<file path="src/rtl/chw_pkg.sv">
package chw_pkg;

  // Sequencer states for one character request
  typedef enum logic [1:0] {
    ST_IDLE  = 2'd0,
    ST_READ  = 2'd1,
    ST_MERGE = 2'd2,
    ST_FAULT = 2'd3
  } chw_state_t;

  // Default geometry shared by the modules
  localparam int CHW_DATA_W = 6;
  localparam int CHW_SLOTS  = 4;

endpackage

</file>
<file path="src/rtl/chw_slot.sv">
module chw_slot #(
  parameter int DATA_W = chw_pkg::CHW_DATA_W,
  parameter int SLOTS  = chw_pkg::CHW_SLOTS,
  localparam int CHAR_W = DATA_W + 1,
  localparam int WORD_W = CHAR_W * SLOTS,
  localparam int SLOT_W = $clog2(SLOTS)
) (
  input  logic [WORD_W-1:0] word_in,
  input  logic [SLOT_W-1:0] slot,
  input  logic [DATA_W-1:0] new_data,
  output logic [CHAR_W-1:0] sel_char,
  output logic [WORD_W-1:0] word_out
);

  logic [CHAR_W-1:0] new_char;
  logic [CHAR_W-1:0] chars [SLOTS];

  // Odd parity in the low bit: XNOR-reduce makes the total count odd
  assign new_char = {new_data, ~^new_data};

  // Slot 0 sits at the most significant end of the word
  for (genvar i = 0; i < SLOTS; i++) begin : g_slot
    localparam int HI = WORD_W - 1 - i * CHAR_W;
    assign chars[i] = word_in[HI -: CHAR_W];
    assign word_out[HI -: CHAR_W] = (slot == SLOT_W'(i)) ? new_char : chars[i];
  end

  assign sel_char = chars[slot];

endmodule

</file>
<file path="src/rtl/chw_array.sv">
module chw_array #(
  parameter int WORDS  = 64,
  parameter int WIDTH  = 28,
  localparam int AW    = $clog2(WORDS)
) (
  input  logic             clk,
  input  logic             rst,
  input  logic             rd_en,
  input  logic             wr_en,
  input  logic [AW-1:0]    addr,
  input  logic [WIDTH-1:0] wdata,
  output logic [WIDTH-1:0] rdata
);

  // No reset on the storage so a block RAM can hold it; starts at zero
  logic [WIDTH-1:0] mem [WORDS] = '{default: '0};

  always_ff @(posedge clk) begin
    if (wr_en) mem[addr] <= wdata;
    if (rd_en) rdata <= mem[addr];
  end

  // every write-back follows a read of the same word one cycle earlier
  a_r4_write_follows_read: assert property (@(posedge clk) disable iff (rst)
    wr_en |-> ($past(rd_en) && $past(addr) == addr));

  // read and write never share a cycle in a single-request sequencer
  a_r7_single_access: assert property (@(posedge clk) disable iff (rst)
    !(rd_en && wr_en));

endmodule

</file>
<file path="src/rtl/chw_ctrl.sv">
module chw_ctrl #(
  parameter int WORDS  = 64,
  parameter int ADDR_W = 10,
  parameter int DATA_W = chw_pkg::CHW_DATA_W,
  parameter int SLOTS  = chw_pkg::CHW_SLOTS,
  localparam int CHAR_W  = DATA_W + 1,
  localparam int SLOT_W  = $clog2(SLOTS),
  localparam int WADDR_W = ADDR_W - SLOT_W,
  localparam int AW      = $clog2(WORDS)
) (
  input  logic              clk,
  input  logic              rst,
  input  logic              req_valid,
  input  logic              req_we,
  input  logic [ADDR_W-1:0] req_addr,
  input  logic [DATA_W-1:0] req_data,
  output logic              req_ready,
  output logic              busy,
  output logic              arr_rd_en,
  output logic              arr_wr_en,
  output logic [AW-1:0]     arr_addr,
  output logic [SLOT_W-1:0] slot_sel,
  output logic [DATA_W-1:0] wr_data,
  input  logic [CHAR_W-1:0] sel_char,
  output logic              rsp_valid,
  output logic [DATA_W-1:0] rsp_data,
  output logic              rsp_perr,
  output logic              rsp_aerr
);
  import chw_pkg::*;

  localparam logic [WADDR_W:0] LIMIT = (WADDR_W + 1)'(WORDS);

  chw_state_t         state_q;
  logic               we_q;
  logic [WADDR_W-1:0] word_q;
  logic [SLOT_W-1:0]  slot_q;
  logic [DATA_W-1:0]  data_q;
  logic               accept;
  logic [WADDR_W-1:0] req_word;
  logic               in_range;

  assign busy      = (state_q != ST_IDLE);
  assign req_ready = ~busy;
  assign accept    = req_valid & req_ready;
  assign req_word  = req_addr[ADDR_W-1:SLOT_W];
  assign in_range  = ({1'b0, req_word} < LIMIT);

  assign arr_rd_en = (state_q == ST_READ);
  assign arr_wr_en = (state_q == ST_MERGE) & we_q;
  assign arr_addr  = word_q[AW-1:0];
  assign slot_sel  = slot_q;
  assign wr_data   = data_q;

  // Request capture
  always_ff @(posedge clk) begin
    if (accept) begin
      we_q   <= req_we;
      word_q <= req_word;
      slot_q <= req_addr[SLOT_W-1:0];
      data_q <= req_data;
    end
  end

  // Sequencer and registered response
  always_ff @(posedge clk) begin
    if (rst) begin
      state_q   <= ST_IDLE;
      rsp_valid <= 1'b0;
      rsp_data  <= '0;
      rsp_perr  <= 1'b0;
      rsp_aerr  <= 1'b0;
    end else begin
      rsp_valid <= 1'b0;
      rsp_perr  <= 1'b0;
      rsp_aerr  <= 1'b0;
      unique case (state_q)
        ST_IDLE: begin
          if (accept) state_q <= in_range ? ST_READ : ST_FAULT;
        end
        ST_READ: begin
          state_q <= ST_MERGE;
        end
        ST_MERGE: begin
          rsp_valid <= 1'b1;
          if (we_q) begin
            rsp_data <= '0;
          end else begin
            rsp_data <= sel_char[CHAR_W-1:1];
            rsp_perr <= ~(^sel_char);
          end
          state_q <= ST_IDLE;
        end
        ST_FAULT: begin
          rsp_valid <= 1'b1;
          rsp_aerr  <= 1'b1;
          rsp_data  <= '0;
          state_q   <= ST_IDLE;
        end
        default: state_q <= ST_IDLE;
      endcase
    end
  end

  // an accepted request makes the block busy on the next cycle
  a_r7_accept_busy: assert property (@(posedge clk) disable iff (rst)
    (req_valid && req_ready) |=> busy);

  // the response strobe lasts one cycle
  a_r8_rsp_pulse: assert property (@(posedge clk) disable iff (rst)
    rsp_valid |=> !rsp_valid);

  // the response cycle finds the block idle again
  a_r8_rsp_idle: assert property (@(posedge clk) disable iff (rst)
    rsp_valid |-> !busy);

  // a parity flag only accompanies an in-range response
  a_r3_perr_with_rsp: assert property (@(posedge clk) disable iff (rst)
    rsp_perr |-> (rsp_valid && !rsp_aerr));

  // the array is only driven with an index inside capacity
  a_r6_index_in_range: assert property (@(posedge clk) disable iff (rst)
    (arr_rd_en || arr_wr_en) |-> ({1'b0, word_q} < LIMIT));

endmodule

</file>
<file path="src/rtl/chw_mem.sv">
module chw_mem #(
  parameter int WORDS  = 64,
  parameter int ADDR_W = 10,
  parameter int DATA_W = chw_pkg::CHW_DATA_W,
  parameter int SLOTS  = chw_pkg::CHW_SLOTS
) (
  input  logic              clk,
  input  logic              rst,
  input  logic              req_valid,
  output logic              req_ready,
  input  logic              req_we,
  input  logic [ADDR_W-1:0] req_addr,
  input  logic [DATA_W-1:0] req_data,
  output logic              rsp_valid,
  output logic [DATA_W-1:0] rsp_data,
  output logic              rsp_perr,
  output logic              rsp_aerr,
  output logic              busy
);

  localparam int CHAR_W = DATA_W + 1;
  localparam int WORD_W = CHAR_W * SLOTS;
  localparam int SLOT_W = $clog2(SLOTS);
  localparam int AW     = $clog2(WORDS);

  logic              arr_rd_en;
  logic              arr_wr_en;
  logic [AW-1:0]     arr_addr;
  logic [WORD_W-1:0] arr_rdata;
  logic [WORD_W-1:0] arr_wdata;
  logic [SLOT_W-1:0] slot_sel;
  logic [DATA_W-1:0] wr_data;
  logic [CHAR_W-1:0] sel_char;

  chw_ctrl #(
    .WORDS (WORDS),
    .ADDR_W(ADDR_W),
    .DATA_W(DATA_W),
    .SLOTS (SLOTS)
  ) u_ctrl (
    .clk      (clk),
    .rst      (rst),
    .req_valid(req_valid),
    .req_we   (req_we),
    .req_addr (req_addr),
    .req_data (req_data),
    .req_ready(req_ready),
    .busy     (busy),
    .arr_rd_en(arr_rd_en),
    .arr_wr_en(arr_wr_en),
    .arr_addr (arr_addr),
    .slot_sel (slot_sel),
    .wr_data  (wr_data),
    .sel_char (sel_char),
    .rsp_valid(rsp_valid),
    .rsp_data (rsp_data),
    .rsp_perr (rsp_perr),
    .rsp_aerr (rsp_aerr)
  );

  chw_slot #(
    .DATA_W(DATA_W),
    .SLOTS (SLOTS)
  ) u_slot (
    .word_in (arr_rdata),
    .slot    (slot_sel),
    .new_data(wr_data),
    .sel_char(sel_char),
    .word_out(arr_wdata)
  );

  chw_array #(
    .WORDS(WORDS),
    .WIDTH(WORD_W)
  ) u_array (
    .clk  (clk),
    .rst  (rst),
    .rd_en(arr_rd_en),
    .wr_en(arr_wr_en),
    .addr (arr_addr),
    .wdata(arr_wdata),
    .rdata(arr_rdata)
  );

  // a refused request leaves the array untouched in the cycle before it
  a_r6_fault_no_access: assert property (@(posedge clk) disable iff (rst)
    rsp_aerr |-> (!$past(arr_rd_en) && !$past(arr_wr_en)));

  // the word written back carries odd parity in the replaced slot
  a_r2_written_parity: assert property (@(posedge clk) disable iff (rst)
    arr_wr_en |-> ^arr_wdata[WORD_W-1 - int'(slot_sel) * CHAR_W -: CHAR_W]);

endmodule

</file>
<file path="config.mk">
export PLATFORM = sky130hd
export DESIGN_NAME = chw_mem
export DESIGN_NICKNAME = d
export VERILOG_FILES = /design/src/rtl/chw_pkg.sv /design/src/rtl/chw_slot.sv /design/src/rtl/chw_array.sv /design/src/rtl/chw_ctrl.sv /design/src/rtl/chw_mem.sv
export SDC_FILE = /design/constraint.sdc
export NUM_CORES = 2
export LEC_CHECK = 0
export CELL_PAD_IN_SITES_DETAIL_PLACEMENT = 2
export CELL_PAD_IN_SITES_GLOBAL_PLACEMENT = 2
export CORE_AREA = 2 2 455 457
export CTS_BUF_LIST = sky130_fd_sc_hd__clkbuf_4 sky130_fd_sc_hd__clkbuf_8
export DETAILED_ROUTE_END_ITERATION = 8
export DIE_AREA = 0 0 457 459
export DONT_BUFFER_PORTS = 1
export PLACE_DENSITY = 0.65
export SYNTH_ARGS = -nofsm -noshare
export SYNTH_HDL_FRONTEND = slang
export SYNTH_SLANG_ARGS = --single-unit
</file>
<file path="constraint.sdc">
create_clock -name clk -period 7.7 [get_ports clk]
set_input_delay 0.385 -clock clk [delete_from_list [all_inputs] [get_ports clk]]
set_output_delay 0.385 -clock clk [all_outputs]
set_load 0.1 [all_outputs]
</file>
==> metrics.yaml <==
yosys:
  synthArstFlopShare_pct: 0
  synth_edf_count: 1835
  synth_seq_cells: 1846
  yosysWarningCount: 0
  synth-seq-area-share_pct: 77.5
  yosysTopAreaCell: "edfxtp_1"
  synthCells: 3824
  yosys.area_share.simple_pct: 2.18
  synthTopCellsByArea: "edfxtp_1, mux4_2, mux2i_1"
  synthXorXnorAreaFrac_pct: 0.135
  netlist_area_um2: 71400
  yosysUniqueCellTypes: 59
  synth_compound_area_share_pct: 7.56
  syn_nets: 3844
  synth_top_area_share_pct: 77.2
  synth_mux_area_share_pct: 10.7
  synth_flop_cell: "edfxtp_1"
  synth_top_family_by_area: "multiplexers"
  synth_fa_ha_area_share_pct: 0
  avgSynthCellArea_um2: 18.7
timing:
  rsz0062_at_grt: "no"
  fin_crit_ns: 5.08
  fmax_ghz: 0.197
  setup_viol: 0
  slew_viol_final: 0
  tns_ns: 0
  hold_violations: 0
  worstMarginPinSlew_ns: 1.34
  relSlewSlack_pct: 9.70
  fin_hold_ws_ns: 0.114
  finClkSkew_ns: 0.0919
  post-route-period-util_pct: 66.0
global_route:
  grt.total_usage_pct: 25.2
  grt_pass1_wl_um: 368000
  grt_pass1_vias: 43900
  grt_max_degree: 86
  antenna_found_initial: 21
  overflow: 0
detailed_routing:
  wl_met1_um: 107000
  drc: 0
  num_vias: 41900
  dr_wl_met2_um: 124000
  via_per_inst: 5.97
  top_layer_used: "met5"
  dr.pass1.iters: 8
  drt-initial-drc-count: 5365
  wl_um: 269000
  met3_length_um: 23400
  ant_nets: 0
  wl_per_cell_um: 38.4
die:
  core_region_area_um2: 206000
  die_area_um2: 210000
  die-height_um: 459
  die_x_um: 457
  boundaryPins: 31
  row_count: 167
  initial_core_util_pct: 34.7
clocking:
  cts_root_buf: "clkbuf_8"
  cts_max_level: 5
  clockBufferDepth: 4
  cts_made_buffers: 330
  clkTransAtPathRegs_ns: 0.06
  cts.sinks: 1846
  clock_latency_ns: 1.09
  tritoncts: "yes"
cells_and_area:
  layout_commonest_cell: "edfxtp_1"
  nets: 4103
  area_delta_synth_final_pct: 14.2
  final_cell_mix: "edfxtp_1, clkbuf_8, mux2i_1, a21oi_1, mux2_2"
  drive_above_1_share_pct: 23.4
  post-route-util_pct: 39.6
pwr:
  peakVddDrop_uv: 185
  power_density_nw_per_um2: 267
  p_leak_nw: 25.9
setup_path:
  end_kind: "flop"
  critPathRequiredTime_ns: 8.48
  crit_chain: "buf_12 -> buf_4 -> mux4_2 -> and2_1 -> a221oi_1 -> o22ai_1 -> a221oi_1 -> nand4_1"
  worstSetupPathType: "flop to flop"
  slowest_stage: "a221oi_1"
  cp_max_fo: 85
  max_stage_delay_ns: 0.88
  crit_arrival_ns: 5.86
  critPathLaunchType: "flop"
  cp_common_cell: "a221oi_1"
place:
  io_buffers: 0
  post-dp-hpwl_um: 157000
  place_congestion: 0.902
job:
  max_cap_viol_count: 0
min_path:
  min_path_type: "input port to flop"
run_status:
  status: "finished, final reports clean"
## where the power goes
| group | internal [mW] | leakage [nW] | switching (mW) |
|---|---|---|---|
| logic | 0.416 | 6.11 | 1.35 |
| clock network | 4.59 | 3.16 | 4.13 |
| registers | 11.2 | 16.6 | 0.0488 |
## final cells by class
cell class | count | area [um^2]
Tap cell | 2704 | 3380
Clock buffer | 452 | 5500
Sequential cell | 1846 | 55300
Timing Repair Buffer | 178 | 1500
Inverter | 5 | 28.8
Fill cell | 19600 | 124000
Antenna cell | 6 | 15.0
Clock inverter | 105 | 452
Multi-Input combinational cell | 1722 | 15300
## worst paths after layout
check                                      start                              to  slack [ns]  cells past startpoint
hold reg to reg   u_ctrl.state_q[0]$_SDFFE_PP0P_      u_ctrl.rsp_aerr$_SDFF_PP0_        0.58                      1
setup / recovery      u_ctrl.word_q[1]$_DFFE_PP_     u_array.rdata[10]$_DFFE_PP_        2.62                      8
hold / removal                         req_valid  u_ctrl.state_q[1]$_SDFFE_PP0P_        0.11                      3
setup reg to reg      u_ctrl.word_q[1]$_DFFE_PP_     u_array.rdata[10]$_DFFE_PP_        2.62                      8
## metrics by stage
| stage | setup slack (ns) | cells | cell area (um^2) | total power [mW] |
|---|---|---|---|---|
| after floorplan | 3.41 | 3824 | 71400 | 12.3 |
| after global placement | 2.93 | 6420 | 75200 | 13.1 |
| after detailed placement | 2.87 | 6420 | 75200 | 13.2 |
| after CTS | 2.77 | 7011 | 81500 | 21.9 |
| after global routing | 2.54 | 7013 | 81500 | 22.3 |
| final | 2.62 | 7018 | 81500 | 21.8 |
## worst max-delay path: cells and delay by family, from the launching register on
family                 cells  cell delay [ns]
AOI/OAI and AO/OA          3             1.86
buffers and inverters      2             1.21
DFF                        1             0.61
muxes                      1             0.59
and+or+nand+nor            2             0.36
## cells in the mapped netlist, types with 7 or more instances
master and count:
edfxtp_1 1835, mux2i_1 281, nor2_1 162, a21oi_1 151, mux2_2 145, mux4_2 141, o22ai_1 121, o21ai_0 114
a221oi_1 109, nand2_1 107, buf_2 96, a22oi_1 95, clkbuf_1 71, a31oi_1 44, buf_4 41, a22o_1 36
a221o_1 32, buf_1 28, o2bb2ai_1 22, buf_6 15, o221ai_1 14, nand3_1 13, a222oi_1 12, nand4_1 12
nor2b_1 12, dfxtp_1 11, xnor2_1 9, and2_1 8, nand2b_1 8, nor3_1 7
## flip-flops by register name, indices dropped and copies added, names as in the netlist, 2 cells and up
name             flops
u_array.mem       1792
u_array.rdata       28
u_ctrl.rsp_data      6
u_ctrl.word_q        6
u_ctrl.wr_data       6
u_ctrl.slot_sel      2
u_ctrl.state_q       2
## cells by family after synthesis
logic type             Yosys count
AO/OA/AOI/OAI                  786
XOR/XNOR                        11
buffers and inverters          256
flip-flops                    1846
multiplexers                   569
AND/OR/NAND/NOR                356
## what timing repair did
item	CTS	global route
hold buffers	34	0
hold endpoints to repair	41	0
gates resized for setup	0	0
setup buffers	0	0
## layer usage
layer,track usage (%),up-vias
met5,0,-
met4,13.0,6
met3,5.95,585
met2,39.4,2251
met1,32.8,22800
li1,-,16300
No activity file was read; power rests on OpenSTA's default activity.
